File: src/rtl/thread_rat_pkg.sv
package thread_rat_pkg;
    typedef enum logic {
        ST_FILL = 1'b0,
        ST_RUN  = 1'b1
    } rat_state_e;
endpackage

File: src/rtl/rat_fill_ctrl.sv
module rat_fill_ctrl
    import thread_rat_pkg::*;
#(
    parameter int DEPTH  = 32,
    parameter int BASE   = 32,
    parameter int PTAG_W = 6
) (
    input  logic              clk,
    input  logic              rst_n,
    output logic              ready,
    output logic              fill_push,
    output logic [PTAG_W-1:0] fill_tag
);
    localparam int CNT_W = (DEPTH > 1) ? $clog2(DEPTH) : 1;

    rat_state_e       state_q, state_d;
    logic [CNT_W-1:0] cnt_q;

    // next-state logic
    always_comb begin
        state_d = state_q;
        unique case (state_q)
            ST_FILL: if (cnt_q == CNT_W'(DEPTH - 1)) state_d = ST_RUN;
            ST_RUN:  state_d = ST_RUN;
            default: state_d = ST_FILL;
        endcase
    end

    // state register and load counter
    always_ff @(posedge clk) begin
        if (!rst_n) begin
            state_q <= ST_FILL;
            cnt_q   <= '0;
        end else begin
            state_q <= state_d;
            if (state_q == ST_FILL) cnt_q <= cnt_q + 1'b1;
        end
    end

    // outputs
    always_comb begin
        ready     = 1'b0;
        fill_push = 1'b0;
        fill_tag  = PTAG_W'(BASE) + PTAG_W'(cnt_q);
        unique case (state_q)
            ST_FILL: fill_push = 1'b1;
            ST_RUN:  ready     = 1'b1;
            default: ;
        endcase
    end
endmodule

File: src/rtl/rat_free_fifo.sv
module rat_free_fifo #(
    parameter int DEPTH  = 32,
    parameter int PTAG_W = 6
) (
    input  logic                       clk,
    input  logic                       rst_n,
    input  logic                       push,
    input  logic [PTAG_W-1:0]          push_tag,
    input  logic                       pop,
    output logic [PTAG_W-1:0]          head,
    output logic                       empty,
    output logic                       full,
    output logic [$clog2(DEPTH+1)-1:0] count
);
    localparam int PW = (DEPTH > 1) ? $clog2(DEPTH) : 1;
    localparam int CW = $clog2(DEPTH + 1);

    logic [PTAG_W-1:0] mem [DEPTH];
    logic [PW-1:0]     rd_q, wr_q;
    logic [CW-1:0]     cnt_q;

    function automatic logic [PW-1:0] bump(input logic [PW-1:0] p);
        return (p == PW'(DEPTH - 1)) ? '0 : p + 1'b1;
    endfunction

    always_ff @(posedge clk) begin
        if (!rst_n) begin
            rd_q  <= '0;
            wr_q  <= '0;
            cnt_q <= '0;
        end else begin
            if (push) begin
                mem[wr_q] <= push_tag;
                wr_q      <= bump(wr_q);
            end
            if (pop) rd_q <= bump(rd_q);
            cnt_q <= cnt_q + CW'(push) - CW'(pop);
        end
    end

    assign head  = mem[rd_q];
    assign empty = (cnt_q == '0);
    assign full  = (cnt_q == CW'(DEPTH));
    assign count = cnt_q;
endmodule

File: src/rtl/rat_map_table.sv
module rat_map_table #(
    parameter int THREADS = 2,
    parameter int TID_W   = 1,
    parameter int AREG_W  = 4,
    parameter int PTAG_W  = 6
) (
    input  logic                      clk,
    input  logic                      rst_n,
    input  logic [TID_W+AREG_W-1:0]   rd0_idx,
    input  logic [TID_W+AREG_W-1:0]   rd1_idx,
    input  logic [TID_W+AREG_W-1:0]   wr_idx,
    output logic [PTAG_W-1:0]         rd0_tag,
    output logic [PTAG_W-1:0]         rd1_tag,
    output logic [PTAG_W-1:0]         wr_old_tag,
    input  logic                      wr_en,
    input  logic [PTAG_W-1:0]         wr_tag,
    input  logic                      cmt_en,
    input  logic [TID_W+AREG_W-1:0]   cmt_idx,
    input  logic [PTAG_W-1:0]         cmt_tag,
    input  logic                      flush_en,
    input  logic [TID_W-1:0]          flush_tid
);
    localparam int IDX_W   = TID_W + AREG_W;
    localparam int ENTRIES = THREADS << AREG_W;

    logic [PTAG_W-1:0] spec_q [ENTRIES];
    logic [PTAG_W-1:0] arch_q [ENTRIES];
    logic [PTAG_W-1:0] arch_d [ENTRIES];

    // committed view including this cycle's commit, used by the flush copy
    always_comb begin
        for (int i = 0; i < ENTRIES; i++)
            arch_d[i] = (cmt_en && cmt_idx == IDX_W'(i)) ? cmt_tag : arch_q[i];
    end

    always_ff @(posedge clk) begin
        if (!rst_n) begin
            for (int i = 0; i < ENTRIES; i++) begin
                spec_q[i] <= PTAG_W'(i);
                arch_q[i] <= PTAG_W'(i);
            end
        end else begin
            for (int i = 0; i < ENTRIES; i++) begin
                arch_q[i] <= arch_d[i];
                if (flush_en && TID_W'(i >> AREG_W) == flush_tid)
                    spec_q[i] <= arch_d[i];
                else if (wr_en && wr_idx == IDX_W'(i))
                    spec_q[i] <= wr_tag;
            end
        end
    end

    assign rd0_tag    = spec_q[rd0_idx];
    assign rd1_tag    = spec_q[rd1_idx];
    assign wr_old_tag = spec_q[wr_idx];
endmodule

File: src/rtl/thread_rat.sv
module thread_rat #(
    parameter int THREADS   = 2,
    parameter int ARCH_REGS = 16,
    parameter int PHYS_REGS = 64,
    localparam int TID_W  = (THREADS > 1) ? $clog2(THREADS) : 1,
    localparam int AREG_W = $clog2(ARCH_REGS),
    localparam int PTAG_W = $clog2(PHYS_REGS)
) (
    input  logic              clk,
    input  logic              rst_n,
    input  logic              ren_valid,
    input  logic [TID_W-1:0]  ren_tid,
    input  logic [AREG_W-1:0] src0_areg,
    input  logic [AREG_W-1:0] src1_areg,
    input  logic              dst_valid,
    input  logic [AREG_W-1:0] dst_areg,
    output logic [PTAG_W-1:0] src0_ptag,
    output logic [PTAG_W-1:0] src1_ptag,
    output logic [PTAG_W-1:0] dst_ptag,
    output logic [PTAG_W-1:0] dst_old_ptag,
    output logic              ren_stall,
    output logic              ready,
    input  logic              cmt_valid,
    input  logic [TID_W-1:0]  cmt_tid,
    input  logic [AREG_W-1:0] cmt_areg,
    input  logic [PTAG_W-1:0] cmt_new_ptag,
    input  logic [PTAG_W-1:0] cmt_old_ptag,
    input  logic              flush_valid,
    input  logic [TID_W-1:0]  flush_tid
);
    localparam int DEPTH = PHYS_REGS - THREADS * ARCH_REGS;
    localparam int BASE  = THREADS * ARCH_REGS;
    localparam int CW    = $clog2(DEPTH + 1);

    logic              fill_push;
    logic [PTAG_W-1:0] fill_tag;
    logic              fl_push, fl_pop, fl_empty, fl_full;
    logic [PTAG_W-1:0] fl_head, fl_push_tag;
    logic [CW-1:0]     fl_count;
    logic              ren_we, cmt_we;

    rat_fill_ctrl #(.DEPTH(DEPTH), .BASE(BASE), .PTAG_W(PTAG_W)) u_ctrl (
        .clk(clk), .rst_n(rst_n), .ready(ready),
        .fill_push(fill_push), .fill_tag(fill_tag)
    );

    assign ren_stall = ren_valid &&
                       (!ready || (dst_valid && fl_empty) ||
                        (flush_valid && flush_tid == ren_tid));
    assign ren_we    = ren_valid && dst_valid && !ren_stall;
    assign cmt_we    = cmt_valid && ready;

    assign fl_pop      = ren_we;
    assign fl_push     = fill_push || cmt_we;
    assign fl_push_tag = fill_push ? fill_tag : cmt_old_ptag;

    rat_free_fifo #(.DEPTH(DEPTH), .PTAG_W(PTAG_W)) u_free (
        .clk(clk), .rst_n(rst_n),
        .push(fl_push), .push_tag(fl_push_tag), .pop(fl_pop),
        .head(fl_head), .empty(fl_empty), .full(fl_full), .count(fl_count)
    );

    rat_map_table #(.THREADS(THREADS), .TID_W(TID_W), .AREG_W(AREG_W), .PTAG_W(PTAG_W)) u_map (
        .clk(clk), .rst_n(rst_n),
        .rd0_idx({ren_tid, src0_areg}), .rd1_idx({ren_tid, src1_areg}),
        .wr_idx({ren_tid, dst_areg}),
        .rd0_tag(src0_ptag), .rd1_tag(src1_ptag), .wr_old_tag(dst_old_ptag),
        .wr_en(ren_we), .wr_tag(fl_head),
        .cmt_en(cmt_we), .cmt_idx({cmt_tid, cmt_areg}), .cmt_tag(cmt_new_ptag),
        .flush_en(flush_valid), .flush_tid(flush_tid)
    );

    assign dst_ptag = fl_head;
endmodule

File: config.mk
export PLATFORM = sky130hd
export DESIGN_NAME = thread_rat
export DESIGN_NICKNAME = d
export VERILOG_FILES = /design/src/rtl/thread_rat_pkg.sv /design/src/rtl/rat_fill_ctrl.sv /design/src/rtl/rat_free_fifo.sv /design/src/rtl/rat_map_table.sv /design/src/rtl/thread_rat.sv
export SDC_FILE = /design/constraint.sdc
export NUM_CORES = 1
export LEC_CHECK = 0
export BUFFER_PORTS_ARGS = -buffer_cell sky130_fd_sc_hd__clkbuf_2
export CORE_UTILIZATION = 50
export DETAILED_ROUTE_END_ITERATION = 7
export GPL_TIMING_DRIVEN = 1
export PLACE_DENSITY = 0.76
export REMOVE_ABC_BUFFERS = 1
export SYNTH_ARGS = -nofsm -noshare
export SYNTH_HDL_FRONTEND = slang
export SYNTH_HIERARCHICAL = 1
export SYNTH_SLANG_ARGS = --single-unit
File: constraint.sdc
create_clock -name clk -period 2.6 [get_ports clk]
set_input_delay 0.39 -clock clk [delete_from_list [all_inputs] [get_ports clk]]
set_output_delay 0.39 -clock clk [all_outputs]
set_load 0.1 [all_outputs]
==> summary.md <==
| Metric | Value |
|---|---|
| Status | `finished with violations` |
| Failing checks | `setup timing` |
| DR vias | `22000` |
| Post-Syn Instances | `around 2300` |
| Fin. max-slew vios | `0` |
| F_max | `314 MHz` |
| DIE AREA | `between 0.06 and 0.07 mm²` |
| Max IR drop VDD | `slightly above 0.6 mV` |
| First-pass GRT wire length | `about 140000 µm` |
| PnR worst setup slack | `-0.581 ns` |
| Deepest clock path buffer count | `3` |
| Total wire length | `96600 µm` |
| Switching pwr | `around 5.7 mW` |
| Ports | `63` |
| I/O Buffers | `62` |
| P&R area growth vs syn | `20.7%` |
| CTS tree | `built` |
| Worst Setup Start Kind | `flop` |
| H-tree depth | `2` |
| Endpoints failing setup | `~140` |
| Commonest non-fill, non-tap cell in the layout | `edfxtp_1` |
| GRT Total Usage | `between 30% and 40%` |
| Worst hold margin | `between 0.2 and 0.25 ns` |
| Worst Tran Pin Value | `approximately 0.95 ns` |
| First-pass iteration count of the detailed router | `7` |
| TritonCTS Buffers | `60` |
| Vias in the first global route | `around 21000` |
| Leak | `13.4 nW` |
| Fin util | `60.9%` |
| RePlAce Congestion | `1.03` |
| Fill count | `about 4300` |
| Final antenna-violating net count | `0` |
| Share of cells above drive strength 1 | `a little under a third` |
| Fin nets | `roughly 2500` |
| Die Ht | `approximately 250 µm` |
| Kind of critical path | `flop to primary output` |
| Per-cell routed wire length | `just under 30 µm` |
| Detailed placer's ending HPWL | `66700 µm` |
| Clock power share | `about two fifths` |
| HP Class | `primary input to flop` |
| Die X | `between 200 and 250 µm` |
| CP Max Fanout | `3` |
| # rows | `slightly below 90` |
| Reg power frac | `47.6%` |
| Worst-path clk slew | `approximately 0.07 ns` |
| Setup Skew | `about 0.08 ns` |
| RSZ-0062 raised after global routing | `yes` |
| Setup TNS | `-25.88 ns` |
| Avg Vias per Cell | `6.63` |
| Starting Density | `between 50% and 60%` |
| Slowest-stage cell, CP | `mux4_4` |
| Clk sinks | `approximately 600` |
| Period utilization | `122%` |
| Mean area per synthesized cell | `about 13 µm²` |
| Largest net degree at the start of global routing | `approximately 120` |
| Min cycle time layout | `~3.2 ns` |
| Final total power | `about 22 mW` |
| Iter 0 DRT Violations | `approximately 2500` |
| Comb power frac | `about 12%` |
| Clock Tree Root | `clkbuf_16` |
| Initial antenna violation count | `1` |
| Slew margin rel. | `a little under two fifths` |
| Grt ovf | `0` |
| Critical path cell sequence | `mux4_4, mux4_2, mux2_4, buf_12` |
| Synth warn | `6` |
| Switch share | `25.8%` |
| Post-synthesis cell area | `just under 0.03 mm²` |
| Skew-Pair Late Insertion Delay | `about 0.69 ns` |
| CORE AREA | `0.0589 mm²` |
| CP peak stage delay | `approximately 0.64 ns` |
| Endpoints failing hold | `0` |
| P_int | `16.4 mW` |
| Most frequent cells in the layout | `384 x edfxtp_1, 262 x nand2_1, 219 x mux2i_1, 213 x dfxtp_1, 167 x buf_4` |
| Maxcap violations | `0` |
| DRC viols | `0` |
| Power per cell area | `between 600 and 700 mW/mm²` |
| Critical path required time | `between 2 and 2.5 ns` |
| Worst Setup End Kind | `primary output` |
| Arr. time, crit path | `2.79 ns` |
-- metrics by stage --
step / std cells / worst slack, ns / area (µm²)
after floorplan: 2112 / -2.72 / 28800
after global placement: 3146 / -0.236 / 32500
after detailed placement: 3146 / -0.328 / 32500
after CTS: 3286 / -0.605 / 35300
after global routing: 3311 / -0.644 / 35900
final: 3312 / -0.581 / 35900
-- flip-flops by register name, indices dropped and copies added, names as in the netlist, named ones only --
register	count
u_ctrl/cnt_q	5
u_map/arch_q	192
u_map/spec_q	192
u_free/rd_q	5
u_free/wr_q	5
u_ctrl/state_q	1
u_free/mem	192
u_free/count	6
-- final cells by class --
cell class	count	area, µm²	area share [%]
tap	773	967	2.69
timing repair buffer	312	3290	9.16
antenna	1	2.50	0.00697
clock inverter	37	425	1.19
sequential	603	15900	44.4
clock buffer	77	1620	4.50
inverter	14	52.6	0.146
multi-input combinational	1495	13600	37.9
-- layer usage --
layer | share of wire (%) | vias to the layer above | routed length (µm) | GRT usage [%]
li1 | - | 9133 | - | -
met5 | 0 | - | 0 | 0
met1 | 36 | 10900 | 34800 | 40.7
met2 | 46 | 1567 | 44600 | 49.8
met4 | 5.7 | 0 | 5470 | 15.5
met3 | 12 | 395 | 11800 | 7.97
-- critical path, delay by kind of cell (launching register included) --
kind | cells | cell delay (ns)
flops | 1 | 0.53
buf+inv | 1 | 0.18
mux | 3 | 1.42
-- final timing paths --
| path | startpoint | to | slack, ns | cells past startpoint |
|---|---|---|---|---|
| setup / recovery | u_map/spec_q[7][4] | src0_ptag[4] | -0.58 | 4 |
| hold reg to reg | u_map/arch_q[0][7] | u_map/arch_q[0][7] | 0.46 | 2 |
| setup reg to reg | flop | u_map/spec_q[31][4] | -0.32 | 12 |
| hold / removal | cmt_new_ptag[4] | u_map/arch_q[0][52] | 0.25 | 4 |
-- timing repair --
action / 4_1_cts / 5_1_grt
endpoints found under the hold margin: 2 / 0
hold buffers: 1 / 0
resized for setup: 139 / 161
cloned: 5 / 5
endpoints found under the setup margin: 387 / 445
setup buffers: 25 / 35
pin swaps: 51 / 47
-- power by group through the flow --
stage / Combinational, mW / Clock, mW / Sequential [mW]
detailed placement: 2.36 / 0 / 10.7
finish: 2.73 / 8.85 / 10.5
global placement: 2.31 / 0 / 10.7
floorplan: 1.21 / 0 / 10.6
CTS: 2.56 / 8.91 / 10.5
global route: 2.83 / 9.30 / 10.5
Note: power is estimated with default switching activity, not from simulation.
